--- src/rtl/irq_entry_pkg.sv ---
package irq_entry_pkg;

    typedef enum logic [3:0] {
        ST_FETCH,
        ST_EXEC,
        ST_BR_OPND,
        ST_BR_FIX,
        ST_DUMMY,
        ST_PUSH_H,
        ST_PUSH_L,
        ST_PUSH_P,
        ST_VEC_L,
        ST_VEC_H
    } seq_state_t;

    typedef enum logic [1:0] {
        SRC_NONE,
        SRC_IRQ,
        SRC_NMI,
        SRC_BRK
    } entry_src_t;

    // Status byte as written to the stack: bit 5 always set,
    // bit 4 marks a software break, bit 2 carries the mask.
    function automatic logic [7:0] make_status(input logic [7:0] flags,
                                               input logic       is_brk,
                                               input logic       mask);
        logic [7:0] s;
        s    = flags;
        s[5] = 1'b1;
        s[4] = is_brk;
        s[2] = mask;
        return s;
    endfunction

endpackage

--- src/rtl/irq_line_sampler.sv ---
module irq_line_sampler #(
    parameter int STAGES = 2
) (
    input  logic clk,
    input  logic rst_n,
    input  logic irq_n,
    input  logic nmi_n,
    input  logic nmi_ack,
    output logic irq_seen,
    output logic nmi_pend
);
    localparam int S = (STAGES < 2) ? 2 : STAGES;

    logic [S-1:0] irq_sh;
    logic [S-1:0] nmi_sh;
    logic         nmi_fall;

    // Active-high copies of the lines, delayed by S edges.
    always_ff @(posedge clk) begin
        if (!rst_n) begin
            irq_sh <= '0;
            nmi_sh <= '0;
        end else begin
            irq_sh <= {irq_sh[S-2:0], ~irq_n};
            nmi_sh <= {nmi_sh[S-2:0], ~nmi_n};
        end
    end

    assign irq_seen = irq_sh[S-1];
    assign nmi_fall = nmi_sh[S-2] & ~nmi_sh[S-1];

    // A fresh edge beats the acknowledge of an older one.
    always_ff @(posedge clk) begin
        if (!rst_n) begin
            nmi_pend <= 1'b0;
        end else if (nmi_fall) begin
            nmi_pend <= 1'b1;
        end else if (nmi_ack) begin
            nmi_pend <= 1'b0;
        end
    end

endmodule

--- src/rtl/entry_arbiter.sv ---
module entry_arbiter
    import irq_entry_pkg::*;
(
    input  logic       irq_seen,
    input  logic       nmi_pend,
    input  logic       i_mask,
    input  logic       brk_op,
    input  logic       hold,
    output entry_src_t src
);
    always_comb begin
        src = SRC_NONE;
        if (!hold && nmi_pend) begin
            src = SRC_NMI;
        end else if (!hold && irq_seen && !i_mask) begin
            src = SRC_IRQ;
        end else if (brk_op) begin
            src = SRC_BRK;
        end
    end

endmodule

--- src/rtl/irq_entry_seq.sv ---
module irq_entry_seq
    import irq_entry_pkg::*;
#(
    parameter int              DW            = 8,
    parameter logic [DW-1:0]   STACK_PAGE    = 8'h01,
    parameter logic [DW-1:0]   RESET_SP      = 8'hFF,
    parameter logic [2*DW-1:0] RESET_PC      = 16'h0200,
    parameter int              SAMPLE_STAGES = 2
) (
    input  logic            clk,
    input  logic            rst_n,
    input  logic            irq_n,
    input  logic            nmi_n,
    input  logic            brk_op,
    input  logic            br_taken,
    input  logic            i_clear,
    input  logic [DW-1:0]   flags_in,
    input  logic [DW-1:0]   rdata,
    output logic [2*DW-1:0] addr,
    output logic [DW-1:0]   wdata,
    output logic            wr_en,
    output logic            sync,
    output logic            vec_pull,
    output logic            i_flag
);
    localparam int             AW      = 2 * DW;
    localparam logic [AW-1:0]  VEC_NMI = {AW{1'b1}} - AW'(5);
    localparam logic [AW-1:0]  VEC_IRQ = {AW{1'b1}} - AW'(1);

    seq_state_t    state_q, state_d;
    entry_src_t    src_q, pick;
    logic [AW-1:0] pc_q;
    logic [DW-1:0] sp_q;
    logic [DW-1:0] vec_lo_q;
    logic          i_q;
    logic          hold_q;
    logic          irq_seen, nmi_pend, nmi_ack;
    logic [AW-1:0] vec_base;

    irq_line_sampler #(.STAGES(SAMPLE_STAGES)) u_sampler (
        .clk      (clk),
        .rst_n    (rst_n),
        .irq_n    (irq_n),
        .nmi_n    (nmi_n),
        .nmi_ack  (nmi_ack),
        .irq_seen (irq_seen),
        .nmi_pend (nmi_pend)
    );

    entry_arbiter u_arbiter (
        .irq_seen (irq_seen),
        .nmi_pend (nmi_pend),
        .i_mask   (i_q),
        .brk_op   (brk_op),
        .hold     (hold_q),
        .src      (pick)
    );

    assign nmi_ack  = (state_q == ST_FETCH) && (pick == SRC_NMI);
    assign vec_base = (src_q == SRC_NMI) ? VEC_NMI : VEC_IRQ;
    assign i_flag   = i_q;

    // Next-state logic
    always_comb begin
        state_d = state_q;
        unique case (state_q)
            ST_FETCH: begin
                if (pick != SRC_NONE) state_d = ST_DUMMY;
                else if (br_taken)    state_d = ST_BR_OPND;
                else                  state_d = ST_EXEC;
            end
            ST_EXEC:    state_d = ST_FETCH;
            ST_BR_OPND: state_d = ST_BR_FIX;
            ST_BR_FIX:  state_d = ST_FETCH;
            ST_DUMMY:   state_d = ST_PUSH_H;
            ST_PUSH_H:  state_d = ST_PUSH_L;
            ST_PUSH_L:  state_d = ST_PUSH_P;
            ST_PUSH_P:  state_d = ST_VEC_L;
            ST_VEC_L:   state_d = ST_VEC_H;
            ST_VEC_H:   state_d = ST_FETCH;
            default:    state_d = ST_FETCH;
        endcase
    end

    // State register
    always_ff @(posedge clk) begin
        if (!rst_n) state_q <= ST_FETCH;
        else        state_q <= state_d;
    end

    // Datapath registers
    always_ff @(posedge clk) begin
        if (!rst_n) begin
            pc_q     <= RESET_PC;
            sp_q     <= RESET_SP;
            src_q    <= SRC_NONE;
            vec_lo_q <= '0;
            hold_q   <= 1'b0;
        end else begin
            unique case (state_q)
                ST_FETCH: begin
                    hold_q <= 1'b0;
                    src_q  <= pick;
                    if (pick == SRC_NONE || pick == SRC_BRK) pc_q <= pc_q + AW'(1);
                end
                ST_BR_OPND: begin
                    pc_q   <= pc_q + AW'(1);
                    hold_q <= 1'b1;
                end
                ST_DUMMY: begin
                    if (src_q == SRC_BRK) pc_q <= pc_q + AW'(1);
                end
                ST_PUSH_H, ST_PUSH_L, ST_PUSH_P: begin
                    sp_q <= sp_q - DW'(1);
                end
                ST_VEC_L: begin
                    vec_lo_q <= rdata;
                end
                ST_VEC_H: begin
                    pc_q <= {rdata, vec_lo_q};
                end
                default: begin
                end
            endcase
        end
    end

    // Interrupt mask: entry sets it at the status push, ahead of a clear
    always_ff @(posedge clk) begin
        if (!rst_n)                   i_q <= 1'b1;
        else if (state_q == ST_PUSH_P) i_q <= 1'b1;
        else if (i_clear)             i_q <= 1'b0;
    end

    // Bus outputs
    always_comb begin
        addr     = pc_q;
        wdata    = '0;
        wr_en    = 1'b0;
        sync     = 1'b0;
        vec_pull = 1'b0;
        unique case (state_q)
            ST_FETCH:   sync = 1'b1;
            ST_EXEC, ST_BR_OPND, ST_BR_FIX, ST_DUMMY: addr = pc_q;
            ST_PUSH_H: begin
                addr  = {STACK_PAGE, sp_q};
                wdata = pc_q[AW-1:DW];
                wr_en = 1'b1;
            end
            ST_PUSH_L: begin
                addr  = {STACK_PAGE, sp_q};
                wdata = pc_q[DW-1:0];
                wr_en = 1'b1;
            end
            ST_PUSH_P: begin
                addr  = {STACK_PAGE, sp_q};
                wdata = make_status(flags_in, src_q == SRC_BRK, i_q);
                wr_en = 1'b1;
            end
            ST_VEC_L: begin
                addr     = vec_base;
                vec_pull = 1'b1;
            end
            ST_VEC_H: begin
                addr     = vec_base | AW'(1);
                vec_pull = 1'b1;
            end
            default: begin
            end
        endcase
    end

endmodule

--- config.mk ---
export PLATFORM = sky130hd
export DESIGN_NAME = irq_entry_seq
export DESIGN_NICKNAME = d
export VERILOG_FILES = /design/src/rtl/irq_entry_pkg.sv /design/src/rtl/irq_line_sampler.sv /design/src/rtl/entry_arbiter.sv /design/src/rtl/irq_entry_seq.sv
export SDC_FILE = /design/constraint.sdc
export NUM_CORES = 1
export LEC_CHECK = 0
export ABC_CLOCK_PERIOD_IN_PS = 2550
export BUFFER_PORTS_ARGS = -buffer_cell sky130_fd_sc_hd__buf_2
export CAP_MARGIN = 15
export CORE_MARGIN = 1
export CORE_UTILIZATION = 35
export CTS_CLUSTER_SIZE = 8
export DETAILED_ROUTE_END_ITERATION = 6
export PLACE_DENSITY_LB_ADDON = 0.08
export REMOVE_ABC_BUFFERS = 1
export SLEW_MARGIN = 20
export SYNTH_ARGS = -nofsm -noshare
export SYNTH_HDL_FRONTEND = slang
export SYNTH_SLANG_ARGS = --single-unit
--- constraint.sdc ---
create_clock -name clk -period 2.55 [get_ports clk]
set_input_delay 0.51 -clock clk [delete_from_list [all_inputs] [get_ports clk]]
set_output_delay 0.51 -clock clk [all_outputs]
set_load 0.005 [all_outputs]
# [After elaboration in Yosys (flattened, before gate mapping)]
# Index checks and enable logic that the tools add are counted.
[classes] add_sub_neg=2 eq_ne=13 n_mux=18 bitwise=5 reduce_logical=17
[ops] cell="$pmux W16 S4" count=1
[ops] cell="$pmux W16 S3" count=1
[ops] cell="$mux W16" count=2
[ops] cell="$pmux W4 S7" count=1
[ops] cell="$pmux W8 S3" count=1
[ops] cell="$add A16 B1 Y16 const B" count=1
[ops] cell="$eq A4 B3 Y1 const B" count=4
[ops] cell="$eq A2 B2 Y1 const B" count=4
[ops] cell="$eq A4 B4 Y1 const B" count=2
[ops] cell="$mux W2" count=4
[ops] cell="$sub A8 B1 Y8 const B" count=1
[ops] cell="$mux W3" count=2
[ops] cell="$reduce_bool A2 Y1" count=3
[ops] cell="$mux W1" count=5
[ops] cell="$eq A4 B2 Y1 const B" count=1
[ops] cell="$logic_and A1 B1 Y1" count=4
[ops] cell="$logic_not A4 Y1" count=1
[ops] cell="$not A1 Y1" count=4
[ops] cell="$reduce_bool A4 Y1" count=1
[ops] cell="$reduce_or A2 Y1" count=2
[ops] cell="$reduce_and A3 Y1" count=1
[ops] cell="$reduce_or A3 Y1" count=1
[ops] cell="$logic_not A1 Y1" count=2
[ops] cell="$logic_not A2 Y1" count=1
[ops] cell="other kinds (5)" count=5
[word_totals] elab_cells=65 in_bits=23 output_inout_bits=28 regBits=45

# [Longest topological paths before layout]
# Gate-level depths: netlist of the first run.
[logic_depth] depth_word=9 ltp_mapped=9 ltp_nobuf=8

# [Hierarchy]
# From an unflattened synthesis of the first run, not the netlist that was laid out.
[hier_totals] cells_unflattened=346 hier_area_um2=2667.6
[by_module_without_submodules] module="irq_entry_seq" n_inst=1 cells_per_inst=329 seq_area_each_um2=800.8 area_each_um2=2474.9
[by_module_without_submodules] module="irq_line_sampler" n_inst=1 cells_per_inst=12 seq_area_each_um2=100.1 area_each_um2=148.9
[by_module_without_submodules] module="entry_arbiter" n_inst=1 cells_per_inst=5 seq_area_each_um2=0.0 area_each_um2=43.8

# [Worst setup path after synthesis of the first run]
# OpenSTA, ideal clock, no wires.
[synth_timing] path_kind="flip-flop to flip-flop" from="reg i_q, in the netlist i_flag" to="reg pc_q[15]" path_slack_ns=0.408 setup_time_ns=0.138 synth_period_minus_slack_ns=2.142 t_arrival_ns=2.003 stages_incl_launch_ff=9 path_buffers=0 path_cell_list="dfxtp_1 or3b_2 a21oi_1 inv_1 ha_1 nand2b_1 a21o_1 o21ai_1 o221ai_1"
[synth_via] elab_chain_cells=8 word_cells_on_any_way=9 cone_classes="2 x eq/ne; 2 x mux; 5 x reduce/logical"
[synth_rtl] element="start, declared" line_no="irq_entry_seq.sv:35" rtl="logic i_q;"
[synth_rtl] element="start signal, assigned" line_no="irq_entry_seq.sv:130" rtl="if (!rst_n) i_q <= 1'b1;"
[synth_rtl] element="start signal, assigned" line_no="irq_entry_seq.sv:131" rtl="else if (state_q == ST_PUSH_P) i_q <= 1'b1;"
[synth_rtl] element="start signal, assigned" line_no="irq_entry_seq.sv:132" rtl="else if (i_clear) i_q <= 1'b0;"
[synth_rtl] element="$logic_not A1 Y1 *" line_no="entry_arbiter.sv:15" rtl="end else if (!hold && irq_seen && !i_mask) begin"
[synth_rtl] element="$logic_and A1 B1 Y1 *" line_no="entry_arbiter.sv:15"
[synth_rtl] element="$mux W2 *" line_no="entry_arbiter.sv:15"
[synth_rtl] element="$mux W2 *" line_no="entry_arbiter.sv:13" rtl="if (!hold && nmi_pend) begin"
[synth_rtl] element="$eq A2 B2 Y1 or $logic_not A2 Y1 (tied branches)" line_no="irq_entry_seq.sv:104" rtl="if (pick == SRC_NONE || pick == SRC_BRK) pc_q <= pc_q + AW'(1);"
[synth_rtl] element="$logic_or A1 B1 Y1 *" line_no="irq_entry_seq.sv:104"
[synth_rtl] element="$ne A2 B1 Y1 (no line) *"
[synth_rtl] element="$reduce_and A3 Y1 (no line) *"
[synth_rtl] element="end signal, assigned" line_no="irq_entry_seq.sv:104"
[synth_rtl] element="end signal, assigned" line_no="irq_entry_seq.sv:107" rtl="pc_q <= pc_q + AW'(1);"
[synth_rtl] element="end signal, assigned" line_no="irq_entry_seq.sv:111" rtl="if (src_q == SRC_BRK) pc_q <= pc_q + AW'(1);"
[synth_rtl] element="end, declared" line_no="irq_entry_seq.sv:32" rtl="logic [AW-1:0] pc_q;"
# Every way passes the cells marked *; elsewhere a longest branch is shown, timed or not.
# A chain may end at the register's enable or synchronous reset.

# [Worst setup path after layout of the first run]
[layout_timing] from="reg state_q[0]" to="out addr[8]"
[layout_via] elab_chain_cells=3 word_cells_on_any_way=7 cone_classes="5 x eq/ne; 1 x mux; 1 x reduce/logical"
[layout_rtl] element="start, declared" line_no="irq_entry_seq.sv:30" rtl="seq_state_t state_q, state_d;"
[layout_rtl] element="start signal, assigned" line_no="irq_entry_seq.sv:88" rtl="else state_q <= state_d;"
[layout_rtl] element="$eq A4 B3 Y1" line_no="irq_entry_seq.sv:142" rtl="unique case (state_q)"
[layout_rtl] element="$reduce_or A3 Y1 (no line)"
[layout_rtl] element="$pmux W16 S3 *" line_no="irq_entry_seq.sv:142"
[layout_rtl] element="end, declared" line_no="irq_entry_seq.sv:19" rtl="output logic [2*DW-1:0] addr,"
# Marks and branches as above.

==> results of run 1 <==
cells in the mapped netlist, drive strengths merged, types with 3 or more instances:
cell type,instances
ha,3
nand3,18
o32ai,6
o22a,3
inv,10
o211ai,4
o22ai,5
a22oi,15
nor4,5
buf,14
clkbuf,14
nor2,27
mux2,6
xor2,3
dfxtp,45
nand4,6
a21oi,23
or3,7
nand2b,5
and2,3
a31oi,3
nor3,8
nor2b,5
o21ai,10
o31a,4
and3,5
nand2,65
state kept, by name, summed over array words and instances, names as in the netlist:
name and count:
u_sampler.irq_sh 2, hold_q 1, state_q 4, i_flag 1
u_sampler.nmi_pend 1, src_q 2, sp_q 8, pc_q 16
vec_lo_q 8, u_sampler.nmi_sh 2
what timing repair did:
action	in CTS	in global routing
endpoints found under the setup margin	0	2
hold buffers	0	0
resized for setup	0	2
critical path, delay by kind of cell, from the launching register on:
family	cells	cell delay, ns
buffers and inverters	2	0.27
AND/OR/NAND/NOR	3	0.96
flip-flops	1	0.39
per-layer routing:
layer / up-vias / share of wire (%) / global-route usage (%)
met5: - / 0 / 0
met4: 0 / 1.9 / 6.45
met3: 10 / 5.9 / 3.13
met2: 110 / 42 / 30.5
met1: 1323 / 50 / 32.1
li1: 1355 / - / -
area by class of cell:
class | count | area [um2] | share of cell area, %
clock buffer | 7 | 96.3 | 3.05
inverter | 11 | 41.3 | 1.31
sequential | 45 | 903 | 28.6
multi-input combinational | 267 | 1620 | 51.3
clock inverter | 1 | 5.00 | 0.158
timing repair buffer | 63 | 368 | 11.6
tap | 99 | 124 | 3.92
power groups by stage:
stage | sequential, mW | combinational, mW | clock [mW]
2_1_floorplan | 0.791 | 0.231 | 0
3_3_place_gp | 0.794 | 0.421 | 0
3_5_place_dp | 0.793 | 0.422 | 0
4_1_cts | 0.776 | 0.423 | 0.512
5_1_grt | 0.783 | 0.471 | 0.543
6_report | 0.777 | 0.425 | 0.500
cells by family after synthesis:
group / share of synthesized area (%)
compound gates: 24.7
xor+xnor: 1.29
fa+ha+maj: 1.38
buf+inv: 7.18
flops: 33.1
mux: 3.22
simple gates: 29.1
worst paths after layout:
path                            slack (ns)                  end  cells past startpoint
worst max register to register        0.20              pc_q[6]                      9
worst max-delay path                  0.12              addr[8]                      5
worst min register to register        0.44  u_sampler.irq_sh[1]                      1
worst min-delay path                  0.34  u_sampler.irq_sh[0]                      2
through the flow:
stage                     cells  hold WS, ns  power (mW)  area, um2
final                       493        0.342        1.70       3160
after global routing        493        0.336        1.80       3160
after CTS                   493        0.330        1.71       3160
after detailed placement    485        0.420        1.22       3060
after global placement      485        0.414        1.21       3060
after floorplan             323        0.412        1.02       2560
==> out/results.tsv, run 1 <==
metric	value	unit
status	finished, final reports clean	
finalHoldViolations	0	
drc	0	
power_switching_share	31.7	%
fin_ws	0.119	ns
min_path_type	in -> reg	
cap_violations	0	
finalSetupViolCount	0	
crit_path_start_kind	flop	
relSlewSlack	55.1	%
clkPwrFrac	29.4	%
netlist_area	2720	um2
power_density	539	nW/um2
cts_setup_buffers	0	
netlist.area_leader.share	33.1	%
h-tree-depth	2	
hp-start	irq_n	
fin_worst_skew	0.00432	ns
vias	2798	
fillers	812	
worstSkewPairLatency	0.30	ns
syn2layout_area_growth	16.2	%
rsz0062_at_grt	no	
totalWireLength	8.41	mm
slew_violations	0	
grt_pass1_wl	13.6	mm
coreArea	7370	um2
synth_flop_cell	dfxtp_1	
drt.antenna.violating_nets	0	
r2r_start	i_flag	
root_buffer	clkbuf_8	
end_kind	output pin	
crit_fanout	8	
cts_buffers	5	
cp-startpoint	state_q[0]	
slowest_delay	0.39	ns
cp.arrival	1.92	ns
irDropWorstVdd	0.191	mV
synth_cell_types	63	
final_core_util	42.9	%
port_buffers	47	
synth_cells	351	
cts.sinks	45	
tightest_slew	0.670	ns
synth_warnings	0	
grt_overflow	0	
ys_ff_latch	45	
layout_common_cells	nand2_1 (65), buf_2 (47), dfxtp_1 (43)	
dpl.hpwl	6.07	mm
power_leakage	1.27	nW
synth-seq-area-share	33.1	%
p_switching	0.540	mW
synthTopCellsByArea	dfxtp_1 (33%), nand2_1 (9.0%), a21oi_1 (4.0%)	
grt_pass1_vias	2519	
num_antenna_cells	0	
synth-async-reset-ratio	0	%
pin_count	51	
routabilityCongestion	0.841	
synth_top_area_cell	dfxtp_1	
wire_per_inst	17.1	um
fin_crit_sh	95.3	%
syn_avg_cell_area	7.75	um2
nNetsFinal	419	
combPwrFrac	25.0	%
worstPathCellList	or2_1, nand2_1, inv_2, or3_1, buf_2	
fp-row-count	31	
track_usage	21.2	%
die-area	8120	um2
cts.clk_slew.worst_paths	0.09	ns
grt_antenna_before_repair	0	
clock_path_buffers	2	
synth_edf_count	0	
min_period	2.43	ns
p_int	1.16	mW
grt_max_degree	28	
max_freq	411	MHz
cp.required	2.04	ns
final_common_cell	nand2_1	
start_util	36.9	%
die_h	90.1	um
dr.first_iter.drc_count	248	
drive_gt1_share	24.6	%
dr.pass1.iters	5	
viasPerCell	5.68	
cts_tree	built	
fp.dieW	90.1	um
path_class	reg -> out	
cp_slowest_cell	dfxtp_1	
pre_cts_ws	0.225	ns
seqPwrFrac	45.7	%
fin_tns_setup	0	ns
Note: power is estimated with default switching activity, not from simulation.
==> run 2: changes to the inputs <==
--- a/config.mk
+++ b/config.mk
@@ -5,7 +5,7 @@
 export SDC_FILE = /design/constraint.sdc
 export NUM_CORES = 1
 export LEC_CHECK = 0
-export ABC_CLOCK_PERIOD_IN_PS = 2550
+export ABC_CLOCK_PERIOD_IN_PS = 2100
 export BUFFER_PORTS_ARGS = -buffer_cell sky130_fd_sc_hd__buf_2
 export CAP_MARGIN = 15
 export CORE_MARGIN = 1
==> constraint.sdc (replaced) <==
create_clock -name clk -period 2.1 [get_ports clk]
set_input_delay 0.42 -clock clk [delete_from_list [all_inputs] [get_ports clk]]
set_output_delay 0.42 -clock clk [all_outputs]
set_load 0.005 [all_outputs]
==> out/results.tsv, run 2 (same netlist as run 1, synthesis figures left out) <==
metric	value	unit	change
status	complete, but fails checks		was finished, final reports clean
violations	setup timing		
postCtsHoldBufs	0		unchanged
power_density	635	nW/um2	was 539 nW/um2
grtUsageMet1	32.4	%	was 32.1%
path_class	reg -> reg		was reg -> out
placed_area	3190	um2	was 3060 um2
cap_violations	0		unchanged
cp.arrival	2.37	ns	was 1.92 ns
finalHoldViolations	0		unchanged
viasPerCell	5.50		was 5.68
final_common_cell	nand2_1		unchanged
grt_util_met2	34.0	%	was 30.5%
drive_gt1_share	32.9	%	was 24.6%
grt_max_degree	32		was 28
power_leakage	1.43	nW	was 1.27 nW
largest_register_ffs	16		unchanged
whs	0.263	ns	was 0.342 ns
num_antenna_cells	0		unchanged
finalSetupViolCount	7		was 0
met3_usage	3.64	%	was 3.13%
drc	0		unchanged
start_util	36.9	%	unchanged
fp-row-count	31		unchanged
min_path_type	in -> reg		unchanged
irDropWorstVdd	0.473	mV	was 0.191 mV
r2r_start	hold_q		was i_flag
die-area	8120	um2	unchanged
layout_common_cells	nand2_1 (63), buf_2 (47), dfxtp_1 (42)		was nand2_1 (65), buf_2 (47), dfxtp_1 (43)
port_buffers	47		unchanged
root_buffer	clkbuf_8		unchanged
grt_overflow	0		unchanged
cts_tree	built		unchanged
top_register	pc_q		unchanged
slew_violations	0		unchanged
vias	2848		was 2798
coreArea	7370	um2	unchanged
fin_crit_sh	104	%	
min_period	2.18	ns	
grt_pass1_wl	14.3	mm	was 13.6 mm
top_regs	pc_q x16, sp_q x8, vec_lo_q x8		unchanged
grt_antenna_before_repair	0		unchanged
max_freq	459	MHz	
end_kind	flop		was output pin
die_h	90.1	um	unchanged
fin_area	3470	um2	was 3160 um2
pin_count	51		unchanged
cp.required	2.29	ns	was 2.04 ns
fp.dieW	90.1	um	unchanged
crit_path_start_kind	flop		unchanged
fin_worst_skew	0.00895	ns	was 0.00432 ns
dr.first_iter.drc_count	220		was 248
tightest_slew	0.764	ns	was 0.670 ns
rsz0062_at_grt	yes		was no
cts.clk_slew.worst_paths	0.08	ns	was 0.09 ns
grt_busiest_layer	met2		was met1
wire_per_inst	16.8	um	was 17.1 um
relSlewSlack	48.7	%	was 55.1%
totalWireLength	8.72	mm	was 8.41 mm
drt.antenna.violating_nets	0		unchanged
cts.sinks	45		unchanged
grt_pass1_vias	2698		was 2519
cts_buffers	5		unchanged
track_usage	22.0	%	was 21.2%
dr.pass1.iters	4		was 5
hp-start	irq_n		unchanged
routabilityCongestion	0.849		was 0.841
clock_path_buffers	2		unchanged
fin_ws	-0.0784	ns	was 0.119 ns
cp-startpoint	hold_q		was state_q[0]
worstSkewPairLatency	0.30	ns	about the same
h-tree-depth	2		unchanged
crit_fanout	4		was 8
nNetsFinal	444		was 419
dpl.hpwl	6.36	mm	was 6.07 mm
syn2layout_area_growth	27.7	%	was 16.2%
## run 2: cell types whose count changed in the layout (fill, tap and decap cells not counted), sizes merged
cell	delta
buf	+25
## run 2: per-stage QoR
step	worst slack (ns)	utilization (%)	instances	power, mW	setup TNS [ns]
6_report	-0.0784	47.1	518	2.21	-0.205
5_1_grt	-0.172	47.1	518	2.33	-1.59
4_1_cts	-0.101	46.2	517	2.19	-0.478
3_5_place_dp	-0.333	43.3	503	1.52	-3.98
3_3_place_gp	-0.340	43.3	503	1.51	-3.84
2_1_floorplan	-0.138	-	323	1.24	-0.640
## run 2: metal layers
metal,wire (um),part of all wire [%]
met1,4240,49
met2,3830,44
met3,560,6.4
met4,80,0.92
met5,0,0
## run 2: area by class of cell
cell class | count | area [um2]
Inverter | 11 | 41.3
Clock inverter | 1 | 5.00
Multi-Input combinational cell | 267 | 1700
Tap cell | 99 | 124
Fill cell | 789 | 3900
Clock buffer | 7 | 96.3
Timing Repair Buffer | 88 | 598
Sequential cell | 45 | 905
## run 2: final timing paths
check	end	slack [ns]	cells after the start
max	pc_q[0]	-0.08	10
min	u_sampler.irq_sh[0]	0.26	2
max reg2reg	pc_q[0]	-0.08	10
min reg2reg	u_sampler.irq_sh[1]	0.44	1
## run 2: what timing repair did
item,in CTS,in global routing
resized for setup,16,14
endpoints found under the hold margin,0,0
pin swaps,7,11
endpoints found under the setup margin,21,26
buffers inserted,6,1
## run 2: where the power goes
group	internal [mW]	switching, mW
registers	0.892	0.0448
logic	0.326	0.341
clock network	0.298	0.304
total	1.52	0.689
## run 2: critical path: stages (launching register included)
cell      delay (ns)
dfxtp_2         0.32
or3b_4          0.40
a21oi_2         0.14
inv_1           0.05
ha_1            0.27
nand2b_1        0.13
a21oi_4         0.11
buf_12          0.15
buf_6           0.11
and3_4          0.16
o31a_1          0.22
==> run 3: changes to the inputs <==
--- a/config.mk
+++ b/config.mk
@@ -6,7 +6,7 @@
 export NUM_CORES = 1
 export LEC_CHECK = 0
 export ABC_CLOCK_PERIOD_IN_PS = 2100
-export BUFFER_PORTS_ARGS = -buffer_cell sky130_fd_sc_hd__buf_2
+export BUFFER_PORTS_ARGS = -buffer_cell sky130_fd_sc_hd__buf_4
 export CAP_MARGIN = 15
 export CORE_MARGIN = 1
 export CORE_UTILIZATION = 35
==> out/results.tsv, run 3 (same netlist as run 1, synthesis figures left out) <==
metric	value	unit	change
reg2regPathDepth	8		was 10
min_to	u_sampler.irq_sh[0]		unchanged
seqCellArea	905	um2	unchanged
drc	0		unchanged
irDropWorstVdd	0.313	mV	was 0.473 mV
fillers	784		was 789
cap_violations	0		unchanged
power_leakage	1.40	nW	was 1.43 nW
port_buffers	47		unchanged
cts.sinks	45		unchanged
fin_worst_skew	0.0132	ns	was 0.00895 ns
grt_antenna_before_repair	0		unchanged
fin_crit_sh	102	%	was 104%
cts_buffers	5		unchanged
crit_path_start_kind	flop		unchanged
cp.arrival	2.35	ns	was 2.37 ns
fin_ws	-0.0373	ns	was -0.0784 ns
top_register	pc_q		unchanged
worstSkewPairLatency	0.31	ns	was 0.30 ns
path_class	reg -> reg		unchanged
violations	setup timing		unchanged
wire_per_inst	16.9	um	was 16.8 um
cp.required	2.31	ns	was 2.29 ns
end_kind	flop		unchanged
grt_pass1_vias	2672		was 2698
hp-start	irq_n		unchanged
largest_register_ffs	16		unchanged
coreArea	7370	um2	unchanged
finalSetupViolCount	5		was 7
power_density	648	nW/um2	was 635 nW/um2
dr.pass1.iters	4		unchanged
layout_common_cells	buf_4 (75), nand2_1 (63), dfxtp_1 (42)		was nand2_1 (63), buf_2 (47), dfxtp_1 (42)
num_antenna_cells	0		unchanged
cts_tree	built		unchanged
start_util	36.9	%	unchanged
vias	2802		was 2848
min_period	2.14	ns	was 2.18 ns
cts.clk_slew.worst_paths	0.10	ns	was 0.08 ns
routabilityCongestion	0.847		was 0.849
track_usage	22.0	%	about the same
grt_max_degree	32		unchanged
h-tree-depth	2		unchanged
crit_fanout	8		was 4
fp.dieW	90.1	um	unchanged
nNetsFinal	436		was 444
r2r_start	hold_q		unchanged
power	2.27	mW	was 2.21 mW
finalHoldViolations	0		unchanged
root_buffer	clkbuf_8		unchanged
final_common_cell	buf_4		was nand2_1
tightest_slew	0.502	ns	was 0.764 ns
dr.first_iter.drc_count	113		was 220
drive_gt1_share	30.9	%	was 32.9%
reg2reg_to	pc_q[0]		unchanged
viasPerCell	5.49		was 5.50
fp-row-count	31		unchanged
pre_cts_ws	-0.304	ns	was -0.333 ns
grt_pass1_wl	14.1	mm	was 14.3 mm
rsz0062_at_grt	yes		unchanged
relSlewSlack	66.2	%	was 48.7%
clock_path_buffers	2		unchanged
grt_overflow	0		unchanged
die_h	90.1	um	unchanged
status	complete, but fails checks		unchanged
slew_violations	0		unchanged
top_regs	pc_q x16, sp_q x8, vec_lo_q x8		unchanged
die-area	8120	um2	unchanged
postCtsHoldBufs	0		unchanged
multi_input_area	1690	um2	was 1700 um2
max_freq	468	MHz	was 459 MHz
pin_count	51		unchanged
r2r_setup_slack	-0.04	ns	was -0.08 ns
drt.antenna.violating_nets	0		unchanged
totalWireLength	8.64	mm	was 8.72 mm
min_path_cells	2		unchanged
min_path_type	in -> reg		unchanged
syn2layout_area_growth	28.9	%	was 27.7%
dpl.hpwl	6.33	mm	was 6.36 mm
run 3: cell types whose count changed in the layout (fill, tap and decap cells not counted), sizes merged:
cell	before	now
clkinv	2	1
buf	88	80
bufinv	0	1
run 3: cell type report:
type	count	area share, %
Clock buffer	7	2.46
Clock inverter	1	0.857
Inverter	11	1.18
Multi-Input combinational cell	267	48.3
Sequential cell	45	25.8
Tap cell	99	3.53
Timing Repair Buffer	80	17.9
run 3: metal layers:
layer / vias up / wire length [um] / global-route usage (%)
li1: 1392 / - / -
met1: 1312 / 4100 / 29.9
met2: 91 / 3960 / 35.5
met3: 7 / 478 / 3.38
met4: 0 / 97 / 6.99
met5: - / 0 / 0
run 3: worst max-delay path by stage:
stage,startpoint,endpoint,slack [ns],cells after the start
final,hold_q,pc_q[0],-0.04,8
after global placement,i_flag,pc_q[6],-0.29,8
after detailed placement,i_flag,pc_q[6],-0.30,8
after global routing,hold_q,pc_q[0],-0.16,8
after CTS,hold_q,pc_q[0],-0.04,8
after floorplan,i_flag,pc_q[0],-0.14,8
run 3: repair_timing:
| item | CTS | global route |
|---|---|---|
| pin swaps | 6 | 10 |
| gates resized for setup | 8 | 15 |
| setup endpoints to repair | 16 | 26 |
| setup buffers | 1 | 4 |
run 3: where the power goes:
group	internal, mW	switching [mW]	total [mW]
logic	0.302	0.324	0.626
registers	0.892	0.0461	0.938
clock network	0.389	0.321	0.709
total	1.58	0.691	2.27
run 3: per-stage QoR:
stage / hold slack, ns / util (%) / TNS, ns / cell area (um2) / instances
after CTS: 0.251 / 46.7 / -0.0988 / 3440 / 510
final: 0.256 / 47.6 / -0.112 / 3510 / 510
after global routing: 0.249 / 47.6 / -1.36 / 3510 / 510
after global placement: 0.415 / 44.7 / -3.05 / 3290 / 501
after detailed placement: 0.418 / 44.7 / -3.24 / 3290 / 501
after floorplan: 0.412 / - / -0.640 / 2560 / 323
run 3: worst max-delay path, stage by stage, from the launching register on:
cell and delay [ns]:
dfxtp_1 0.32, or3b_4 0.41, a21oi_2 0.17, inv_1 0.05, ha_1 0.27, nand2b_1 0.10
a21oi_4 0.32, a211oi_1 0.13, o31a_1 0.28
